File: src/rtl/dram_pkg.sv
`timescale 1ns/1ps
// Shared types for the page-mode DRAM controller.
// Assumes: one controller per DRAM device; states are only used inside the block.
package dram_pkg;

    typedef enum logic [2:0] {
        ST_IDLE,    // waiting; row may be left open
        ST_PRE,     // row strobe high before opening a new row
        ST_ROW,     // row strobe low, row address held, waiting for RAS-to-CAS
        ST_CAS,     // column strobes low for the access
        ST_CP,      // column strobes high between page cycles
        ST_CLOSE    // row strobe high on a close request
    } dstate_t;

endpackage

File: src/rtl/dram_timer.sv
`timescale 1ns/1ps
// Down-counter that times every controller phase.
// Assumes: load carries (length - 1); done is high in the last cycle of the phase.
module dram_timer #(
    parameter int W = 3
) (
    input  logic         clk,
    input  logic         rst_n,
    input  logic         load,
    input  logic [W-1:0] val,
    output logic         done
);

    logic [W-1:0] cnt_q;

    // Load a new phase length or count down to zero and hold there.
    always_ff @(posedge clk) begin
        if (!rst_n)
            cnt_q <= '0;
        else if (load)
            cnt_q <= val;
        else if (cnt_q != '0)
            cnt_q <= cnt_q - 1'b1;
    end

    assign done = (cnt_q == '0);

endmodule

File: src/rtl/dram_row_track.sv
`timescale 1ns/1ps
// Open-row register with hit compare.
// Assumes: set and clear never arrive in the same cycle.
module dram_row_track #(
    parameter int ROW_W = 10
) (
    input  logic             clk,
    input  logic             rst_n,
    input  logic             set,
    input  logic             clr,
    input  logic [ROW_W-1:0] set_row,
    input  logic [ROW_W-1:0] cmp_row,
    output logic             valid,
    output logic             hit
);

    logic [ROW_W-1:0] row_q;
    logic             valid_q;

    // Record the row being opened and mark it valid; drop validity on close.
    always_ff @(posedge clk) begin
        if (!rst_n) begin
            row_q   <= '0;
            valid_q <= 1'b0;
        end else if (set) begin
            row_q   <= set_row;
            valid_q <= 1'b1;
        end else if (clr) begin
            valid_q <= 1'b0;
        end
    end

    assign valid = valid_q;
    assign hit   = valid_q && (row_q == cmp_row);

    // opening and closing are never requested together
    p_set_clr_excl_r10: assert property (@(posedge clk) disable iff (!rst_n)
        !(set && clr));

endmodule

File: src/rtl/dram_rd_capture.sv
`timescale 1ns/1ps
// Captures read data per byte lane at the end of the strobe window and raises
// the completion pulses.
// Assumes: fire is high for exactly one cycle per access.
module dram_rd_capture #(
    parameter  int DATA_W = 16,
    localparam int LANES  = DATA_W / 8
) (
    input  logic              clk,
    input  logic              rst_n,
    input  logic              fire,
    input  logic              is_wr,
    input  logic [LANES-1:0]  be,
    input  logic [DATA_W-1:0] dq_i,
    output logic [DATA_W-1:0] rdata,
    output logic              rvalid,
    output logic              wack
);

    logic [7:0] lane_q [LANES];

    for (genvar g = 0; g < LANES; g++) begin : g_lane
        // Latch one byte lane on a read; disabled lanes are forced to zero.
        always_ff @(posedge clk) begin
            if (!rst_n)
                lane_q[g] <= '0;
            else if (fire && !is_wr)
                lane_q[g] <= be[g] ? dq_i[g*8 +: 8] : 8'h00;
        end
        assign rdata[g*8 +: 8] = lane_q[g];
    end

    // One-cycle completion pulses, split by direction.
    always_ff @(posedge clk) begin
        if (!rst_n) begin
            rvalid <= 1'b0;
            wack   <= 1'b0;
        end else begin
            rvalid <= fire && !is_wr;
            wack   <= fire && is_wr;
        end
    end

    // each completion pulse lasts a single cycle
    p_rvalid_pulse_r8: assert property (@(posedge clk) disable iff (!rst_n)
        rvalid |=> !rvalid);
    p_wack_pulse_r8: assert property (@(posedge clk) disable iff (!rst_n)
        wack |=> !wack);
    // read data holds while no read is completing
    p_rdata_hold_r8: assert property (@(posedge clk) disable iff (!rst_n)
        !(fire && !is_wr) |=> $stable(rdata));

endmodule

File: src/rtl/page_dram_ctrl.sv
`timescale 1ns/1ps
// Page-mode controller for an asynchronous DRAM with a shared row/column
// address bus and one column strobe per byte lane.
// Assumes: every timing parameter is at least 1 cycle; T_CAS covers the
// column access time at the clock period in use; the DRAM is only touched by
// this block unless close_gnt is high.
module page_dram_ctrl #(
    parameter  int ROW_W  = 10,
    parameter  int COL_W  = 10,
    parameter  int DATA_W = 16,
    parameter  int T_RP   = 3,
    parameter  int T_RCD  = 2,
    parameter  int T_CAS  = 4,
    parameter  int T_CP   = 1,
    localparam int ADDR_W = ROW_W + COL_W,
    localparam int MUX_W  = (ROW_W > COL_W) ? ROW_W : COL_W,
    localparam int LANES  = DATA_W / 8
) (
    input  logic              clk,
    input  logic              rst_n,
    input  logic              req,
    input  logic              we,
    input  logic [ADDR_W-1:0] addr,
    input  logic [LANES-1:0]  be,
    input  logic [DATA_W-1:0] wdata,
    output logic              ready,
    output logic [DATA_W-1:0] rdata,
    output logic              rvalid,
    output logic              wack,
    input  logic              close_req,
    output logic              close_gnt,
    output logic [MUX_W-1:0]  mem_addr,
    output logic              ras_n,
    output logic              ucas_n,
    output logic              lcas_n,
    output logic              we_n,
    output logic              oe_n,
    output logic [DATA_W-1:0] dq_o,
    output logic              dq_oe,
    input  logic [DATA_W-1:0] dq_i
);
    import dram_pkg::*;

    localparam int T_MAX = (T_RP > T_RCD ? (T_RP > T_CAS ? (T_RP > T_CP ? T_RP : T_CP)
                                                         : (T_CAS > T_CP ? T_CAS : T_CP))
                                         : (T_RCD > T_CAS ? (T_RCD > T_CP ? T_RCD : T_CP)
                                                          : (T_CAS > T_CP ? T_CAS : T_CP)));
    localparam int TW = $clog2(T_MAX + 1);

    dstate_t           state_q, state_d;
    logic              t_load, t_done;
    logic [TW-1:0]     t_val;
    logic              row_set, row_clr, row_valid, row_hit;
    logic [ROW_W-1:0]  req_row, row_q, set_row;
    logic [COL_W-1:0]  col_q;
    logic [LANES-1:0]  be_q;
    logic [DATA_W-1:0] wd_q;
    logic              wr_q, accept, fire;

    assign req_row = addr[ADDR_W-1:COL_W];
    assign accept  = (state_q == ST_IDLE) && req && !close_req;
    assign set_row = (state_q == ST_IDLE) ? req_row : row_q;
    assign fire    = (state_q == ST_CAS) && t_done;

    dram_timer #(.W(TW)) u_timer (
        .clk(clk), .rst_n(rst_n), .load(t_load), .val(t_val), .done(t_done)
    );

    dram_row_track #(.ROW_W(ROW_W)) u_rows (
        .clk(clk), .rst_n(rst_n), .set(row_set), .clr(row_clr),
        .set_row(set_row), .cmp_row(req_row), .valid(row_valid), .hit(row_hit)
    );

    dram_rd_capture #(.DATA_W(DATA_W)) u_cap (
        .clk(clk), .rst_n(rst_n), .fire(fire), .is_wr(wr_q), .be(be_q),
        .dq_i(dq_i), .rdata(rdata), .rvalid(rvalid), .wack(wack)
    );

    // Next-state, phase-length and row-tracking decisions.
    always_comb begin
        state_d = state_q;
        t_load  = 1'b0;
        t_val   = '0;
        row_set = 1'b0;
        row_clr = 1'b0;
        unique case (state_q)
            ST_IDLE: begin
                if (close_req) begin
                    if (row_valid) begin
                        state_d = ST_CLOSE;
                        t_load  = 1'b1;
                        t_val   = TW'(T_RP - 1);
                    end
                end else if (req) begin
                    t_load = 1'b1;
                    if (row_hit) begin
                        state_d = ST_CAS;
                        t_val   = TW'(T_CAS - 1);
                    end else if (row_valid) begin
                        state_d = ST_PRE;
                        t_val   = TW'(T_RP - 1);
                    end else begin
                        state_d = ST_ROW;
                        t_val   = TW'(T_RCD - 1);
                        row_set = 1'b1;
                    end
                end
            end
            ST_PRE: if (t_done) begin
                state_d = ST_ROW;
                t_load  = 1'b1;
                t_val   = TW'(T_RCD - 1);
                row_set = 1'b1;
            end
            ST_ROW: if (t_done) begin
                state_d = ST_CAS;
                t_load  = 1'b1;
                t_val   = TW'(T_CAS - 1);
            end
            ST_CAS: if (t_done) begin
                state_d = ST_CP;
                t_load  = 1'b1;
                t_val   = TW'(T_CP - 1);
            end
            ST_CP: if (t_done) state_d = ST_IDLE;
            ST_CLOSE: if (t_done) begin
                state_d = ST_IDLE;
                row_clr = 1'b1;
            end
            default: state_d = ST_IDLE;
        endcase
    end

    // State register.
    always_ff @(posedge clk) begin
        if (!rst_n) state_q <= ST_IDLE;
        else        state_q <= state_d;
    end

    // Hold the accepted request for the duration of the access.
    always_ff @(posedge clk) begin
        if (!rst_n) begin
            row_q <= '0;
            col_q <= '0;
            be_q  <= '0;
            wd_q  <= '0;
            wr_q  <= 1'b0;
        end else if (accept) begin
            row_q <= req_row;
            col_q <= addr[COL_W-1:0];
            be_q  <= be;
            wd_q  <= wdata;
            wr_q  <= we;
        end
    end

    // DRAM pin decode from the registered state.
    assign ras_n    = !(row_valid && state_q != ST_PRE && state_q != ST_CLOSE);
    assign mem_addr = (state_q == ST_ROW) ? MUX_W'(row_q) : MUX_W'(col_q);
    assign ucas_n   = !((state_q == ST_CAS) && be_q[LANES-1]);
    assign lcas_n   = !((state_q == ST_CAS) && be_q[0]);
    assign we_n     = !((state_q == ST_CAS) && wr_q);
    assign oe_n     = !((state_q == ST_CAS) && !wr_q);
    assign dq_oe    = (state_q == ST_CAS) && wr_q;
    assign dq_o     = wd_q;

    // Host handshake.
    assign ready     = (state_q == ST_IDLE) && !close_req;
    assign close_gnt = (state_q == ST_IDLE) && !row_valid && close_req;

    // Cycles the row strobe has been high, saturating; reset counts as precharged.
    logic [TW:0] ras_hi_q;
    always_ff @(posedge clk) begin
        if (!rst_n)              ras_hi_q <= (TW+1)'(T_RP);
        else if (!ras_n)         ras_hi_q <= '0;
        else if (ras_hi_q < (TW+1)'(T_RP)) ras_hi_q <= ras_hi_q + 1'b1;
    end

    // a row never opens before the precharge time has elapsed
    p_precharge_r7: assert property (@(posedge clk) disable iff (!rst_n)
        $fell(ras_n) |-> (ras_hi_q >= (TW+1)'(T_RP)));
    // column strobes only fall inside an open row
    p_cas_in_ras_r11: assert property (@(posedge clk) disable iff (!rst_n)
        !(ucas_n && lcas_n) |-> !ras_n);
    // an accepted request takes the controller out of idle
    p_accept_busy_r9: assert property (@(posedge clk) disable iff (!rst_n)
        (req && ready) |=> !ready);
    // the bus is released only with all strobes high
    p_gnt_quiet_r10: assert property (@(posedge clk) disable iff (!rst_n)
        close_gnt |-> (ras_n && ucas_n && lcas_n));
    // a page hit keeps the row strobe low into the column cycle
    p_hit_keeps_row_r5: assert property (@(posedge clk) disable iff (!rst_n)
        (accept && row_hit) |=> !ras_n);

endmodule

File: config.mk
export PLATFORM = sky130hd
export DESIGN_NAME = page_dram_ctrl
export DESIGN_NICKNAME = d
export VERILOG_FILES = /design/src/rtl/dram_pkg.sv /design/src/rtl/dram_timer.sv /design/src/rtl/dram_row_track.sv /design/src/rtl/dram_rd_capture.sv /design/src/rtl/page_dram_ctrl.sv
export SDC_FILE = /design/constraint.sdc
export NUM_CORES = 1
export LEC_CHECK = 0
export BUFFER_PORTS_ARGS = -buffer_cell sky130_fd_sc_hd__buf_2
export CAP_MARGIN = 15
export CORE_ASPECT_RATIO = 1.5
export CORE_MARGIN = 2
export CORE_UTILIZATION = 50
export CTS_CLUSTER_DIAMETER = 80
export DETAILED_ROUTE_END_ITERATION = 8
export GPL_ROUTABILITY_DRIVEN = 0
export PLACE_DENSITY = 0.78
export SETUP_SLACK_MARGIN = 0.15
export SLEW_MARGIN = 5
export SYNTH_ARGS = -nofsm -noshare
export SYNTH_HDL_FRONTEND = slang
export SYNTH_SLANG_ARGS = --single-unit
export TNS_END_PERCENT = 50
File: constraint.sdc
create_clock -name clk -period 3.2 [get_ports clk]
set_clock_uncertainty 0.05 [all_clocks]
set_input_delay 0 -clock clk [delete_from_list [all_inputs] [get_ports clk]]
set_output_delay 0 -clock clk [all_outputs]
set_load 0.01 [all_outputs]
# [Word level (Yosys, flattened, before mapping)]
# Memories as Yosys holds them, arrays and structs flattened.
# Cells that the tools add are included.
[totals] reg_bits=58 ram_bits=16 output_inout_bits=52 memories=1
[classes] addsub=1 n_eq_ne=14 n_mux=43 bitwise=2 reduce_logical=31
[memory_table] memory="u_cap.lane_q" words=2 word_bits=8 read_ports=2 rd_clocked_by_memory_dff=0 wr=2 line="dram_rd_capture.sv:20" source="logic [7:0] lane_q [LANES];"
[ops] operator="$mux W8" n=4
[ops] operator="$mux W3" n=10
[ops] operator="$mux W10" n=2
[ops] operator="$mux W1" n=16
[ops] operator="$logic_and A1 B1 Y1" n=15
[ops] operator="$pmux W3 S5" n=1
[ops] operator="$mux W2" n=7
[ops] operator="$eq A10 B10 Y1" n=1
[ops] operator="$pmux W3 S3" n=1
[ops] operator="$logic_not A1 Y1" n=8
[ops] operator="$eq A3 B2 Y1 const B" n=2
[ops] operator="$eq A3 B3 Y1 const B" n=2
[ops] operator="$logic_not A3 Y1" n=2
[ops] operator="$ne A2 B2 Y1 const B" n=3
[ops] operator="$ne A3 B3 Y1 const B" n=2
[ops] operator="$reduce_and A6 Y1" n=1
[ops] operator="$pmux W1 S2" n=2
[ops] operator="$reduce_bool A2 Y1" n=2
[ops] operator="$eq A3 B1 Y1 const B" n=1
[ops] operator="$ne A3 B1 Y1 const B" n=1
[ops] operator="$ne A3 B2 Y1 const B" n=1
[ops] operator="$reduce_bool A3 Y1" n=1
[ops] operator="$reduce_or A3 Y1" n=1
[ops] operator="$sub A3 B1 Y3 const B" n=1
[ops] operator="other kinds (3)" n=4

# [Depth between registers and ports, before layout]
[depth] ltp_word=7 ltp_mapped=8

# [Modules after synthesis]
# Synthesis repeated with hierarchy kept, for this count alone.
[hier_totals] hier_cells=374 area_unflattened_um2=3534.6
[by_module_without_submodules] mod="page_dram_ctrl" n_inst=1 cells_each=263 area_each_um2=2140.8 seq_area_each_um2=840.8
[by_module_without_submodules] mod="dram_rd_capture" n_inst=1 cells_each=40 area_each_um2=666.9 seq_area_each_um2=520.5
[by_module_without_submodules] mod="dram_row_track" n_inst=1 cells_each=49 area_each_um2=521.8 seq_area_each_um2=220.2
[by_module_without_submodules] mod="dram_timer" n_inst=1 cells_each=22 area_each_um2=205.2 seq_area_each_um2=60.1

# [Least setup slack after synthesis]
# No wires, ideal clock.
[synth_path] path_type="reg-to-reg" startpoint="register state_q[0]" endpoint="memory u_cap.lane_q[0][0], enable pin" arrival_time_ns=2.053 required_time_ns=2.739 setup_slack_ns=0.686 stages_incl_launch_ff=5 n_path_buf=1 period_less_slack_ns=2.514 cell_sequence="dfxtp_1 > buf_2 > and3b_1 > nand2b_1 > o21ai_0"
[synth_lines] element="from (decl)" line="page_dram_ctrl.sv:50" source="dstate_t state_q, state_d;"
[synth_lines] element="from (signal assigned)" line="page_dram_ctrl.sv:137" source="else state_q <= state_d;"
[synth_lines] element="to (decl)" line="dram_rd_capture.sv:20"

# [Final worst setup path]
[layout_path] startpoint="register state_q[0]" endpoint="output port mem_addr[1]"
[layout_via] elab_chain_len=2
[layout_rtl] element="$eq A3 B2 Y1" line="page_dram_ctrl.sv:159" source="assign mem_addr = (state_q == ST_ROW) ? MUX_W'(row_q) : MUX_W'(col_q);"
[layout_rtl] element="$mux W10" line="page_dram_ctrl.sv:159"
[layout_rtl] element="to (decl)" line="page_dram_ctrl.sv:32" source="output logic [MUX_W-1:0] mem_addr,"
# No other way between the ends.

==> impl_metrics.yaml <==
yosys:
  yosysTopAreaCell: "dfxtp_1"
  ys_warn_count: 0
  yosysTopAreaCellShare: 0.3495
  synth_area_mm2: 0.003322
  synth_enable_flop_cells: 16
  synthTopCellsByArea: "dfxtp_1 (35%), edfxtp_1 (14%), nand2_1 (11%)"
  ys.flop_type: "dfxtp_1"
  syn_area_per_cell_um2: 9.518
  async_flop_share: 0
  synth_seq_cells: 74
  synth.distinct_cells: 41
  seq_area_frac_synth: 0.4942
  syn-instance-count: 349
  syn_nets: 410
cts:
  cts_tree: "done"
  post_cts_buffers: 0
  clockBufferDepth: 2
  root_buffer: "clkbuf_8"
  cts.sinks: 74
  path_clk_slew_ns: 0.08
  numCtsBuffers: 9
  cts_max_level: 3
  clock_latency_ns: 0.34
grt:
  grt_use_total: 0.2245
  antenna_found_initial: 0
  grt_overflow: 0
  grt_pass1_vias: 2907
  grt_start_max_net_pins: 59
  grt_pass1_wl_um: 13340
setup_path:
  slowest_delay_ns: 0.49
  end_kind: "output pin"
  crit_family: "simple AND/OR/NAND/NOR gates"
  r2r_cells: 4
  critPathMaxFanout: 14
  crit_type: "flop to output pin"
  start_kind: "flop"
  crit_cells: 5
  required_ns: 3.15
  crit_chain: "buf_4 > nor2_1 > and2_1 > mux2_2 > buf_2"
  crit_buf_inv: 2
  crit_slowest_cell: "and2_1"
  crit_arrival_ns: 2.20
detailed_routing:
  vias: 3010
  wl_met3_um: 456
  first_pass_iters: 5
  wl_um: 8306
  wl_met1_um: 3243
  top_layer: "met4"
  viasPerCell: 5.128
  routedWlPerCell_um: 14.15
  final_antenna_net_count: 0
  drc_errors: 0
  dr_wl_met2_um: 4429
  drt_iter0_markers: 178
die:
  die_h_um: 103.8
  ios: 111
  die_w_um: 70.55
  rows: 36
  die_area_mm2: 0.007325
  initial_core_util: 0.5122
  core-area_mm2: 0.006486
cells_and_area:
  finalNetCount: 567
  layout-drive-gt1-share: 0.3053
  fill_cells: 498
  design_area_mm2: 0.004676
  n_antenna_cell: 0
  multiInputGateArea_mm2: 0.001559
  syn2layout_area_growth_pct: 40.75
  seq_area_mm2: 0.001642
  fin_util: 0.7209
timing:
  hold_viol: 0
  tns_ns: 0
  rsz0062_at_grt: "no"
  timing.fmax_ghz: 0.4448
  worst_pin_slew_ns: 0.7767
  whs_ns: 0.1155
  slew_headroom: 0.4803
  setup_viol: 0
  slew_viol_final: 0
  post-route-period-util: 0.7026
  layout_min_cycle_time_ns: 2.248
pwr:
  p_leak_uw: 0.002082
  power_uw: 3313
  power_density_mw_per_mm2: 708.5
  seq_power_share: 0.389
  p_switching_uw: 1191
  switching_share: 0.3594
  p_comb_frac: 0.366
  p_int_uw: 2122
  pwr-share-clk: 0.245
  peakVddDrop_mv: 0.5504
worst_hold_path:
  hold_class: "input port to flop"
  holdPathStages: 4
place:
  postPlaceCellArea_mm2: 0.003899
  numPortBuffers: 110
  dp_hpwl_um: 5243
outcome:
  status: "completed"
run:
  maxCapViolCount: 0
-- state kept, by name (all words and copies together), names as in the netlist --
signal and count:
dq_o 16, u_cap.lane_q 16, col_q 10, row_q 10
u_rows.row_q 10, state_q 3, u_timer.cnt_q 3, be_q 2
u_cap.rvalid 1, u_cap.wack 1, u_rows.valid 1, wr_q 1
-- synth_stat cells, types with 2 or more instances --
master    count
nand2b_1      4
mux2_2       10
nor4_1        3
nor3_1        3
xor2_1       11
clkbuf_1     13
o21ai_0       5
buf_2         9
dfxtp_1      58
nand2_1      96
o221a_2      10
a21boi_0     40
and3_1       17
ha_1          2
nor2_1        8
edfxtp_1     16
o21a_1        5
a21oi_1       3
inv_1         4
mux2i_1      11
-- kinds of logic (layout without fill, tap and decap cells) --
family / after synthesis / count (layout) / synth area share
AO/OA/AOI/OAI: 71 / 71 / 0.1714
flip-flops: 74 / 74 / 0.4942
adder cells (fa/ha/maj): 2 / 2 / 0.007532
XOR/XNOR: 12 / 12 / 0.03164
multiplexers: 21 / 21 / 0.06705
buffers and inverters: 28 / 190 / 0.03729
AND/OR/NAND/NOR: 141 / 141 / 0.1910
-- through the flow --
step | instances | setup WS (ns)
2_1_floorplan | 349 | 0.6862
3_3_place_gp | 516 | 1.078
3_5_place_dp | 516 | 0.9984
4_1_cts | 587 | 0.9434
5_1_grt | 587 | 0.7913
6_report | 587 | 0.9518
-- tightest hold or removal path, delay by kind of cell --
kind | cells | cell delay, ns
AOI/OAI and AO/OA | 3 | 0.39
buffers and inverters | 1 | 0.09
-- power groups by stage --
stage	clock network, uW	registers [uW]	logic [uW]
5_1_grt	867	1310	1330
2_1_floorplan	0	1260	894
3_5_place_dp	0	1310	1150
6_report	813	1290	1210
3_3_place_gp	0	1290	1120
4_1_cts	827	1280	1210
-- repair_timing --
action / 4_1_cts / 5_1_grt
setup endpoints to repair: 0 / 0
hold buffers: 55 / 0
endpoints found under the hold margin: 55 / 0
resized for setup: 0 / 0
-- final timing paths --
path,from,slack (ns),end
max,state_q[0],0.95,mem_addr[1]
min,req,0.12,state_q[0]
max reg2reg,state_q[2],0.97,u_rows.row_q[2]
min reg2reg,col_q[7],0.41,col_q[7]
-- per-layer routing --
metal / up-vias / GRT usage
li1: 1517 / -
met3: 18 / 0.04767
met4: 0 / 0.07817
met5: - / 0
met1: 1369 / 0.2555
met2: 106 / 0.4070
-- cells in the final DEF (no fill, tap or decap), drive strengths merged, types with 3 or more instances in the layout --
master | netlist | final
a21oi | 3 | 3
xor2 | 11 | 11
mux2i | 11 | 11
clkbuf | 13 | 9
edfxtp | 16 | 16
mux2 | 10 | 10
nand2b | 4 | 4
buf | 11 | 115
nand2 | 96 | 96
a21boi | 40 | 40
nor2 | 8 | 8
dfxtp | 58 | 58
o21ai | 5 | 5
nor3 | 4 | 4
o21a | 5 | 5
and3 | 17 | 17
dlygate4sd3 | 0 | 55
clkinv | 0 | 3
o221a | 10 | 10
inv | 4 | 5
nor4 | 3 | 3
-- area by class of cell --
| type | count | share of cell area |
|---|---|---|
| Clock buffer | 9 | 0.02649 |
| Tap cell | 76 | 0.02034 |
| Multi-Input combinational cell | 247 | 0.3334 |
| Inverter | 4 | 0.003211 |
| Clock inverter | 7 | 0.02194 |
| Timing Repair Buffer | 170 | 0.2435 |
| Sequential cell | 74 | 0.3511 |
No activity file was read; power rests on OpenSTA's default activity.
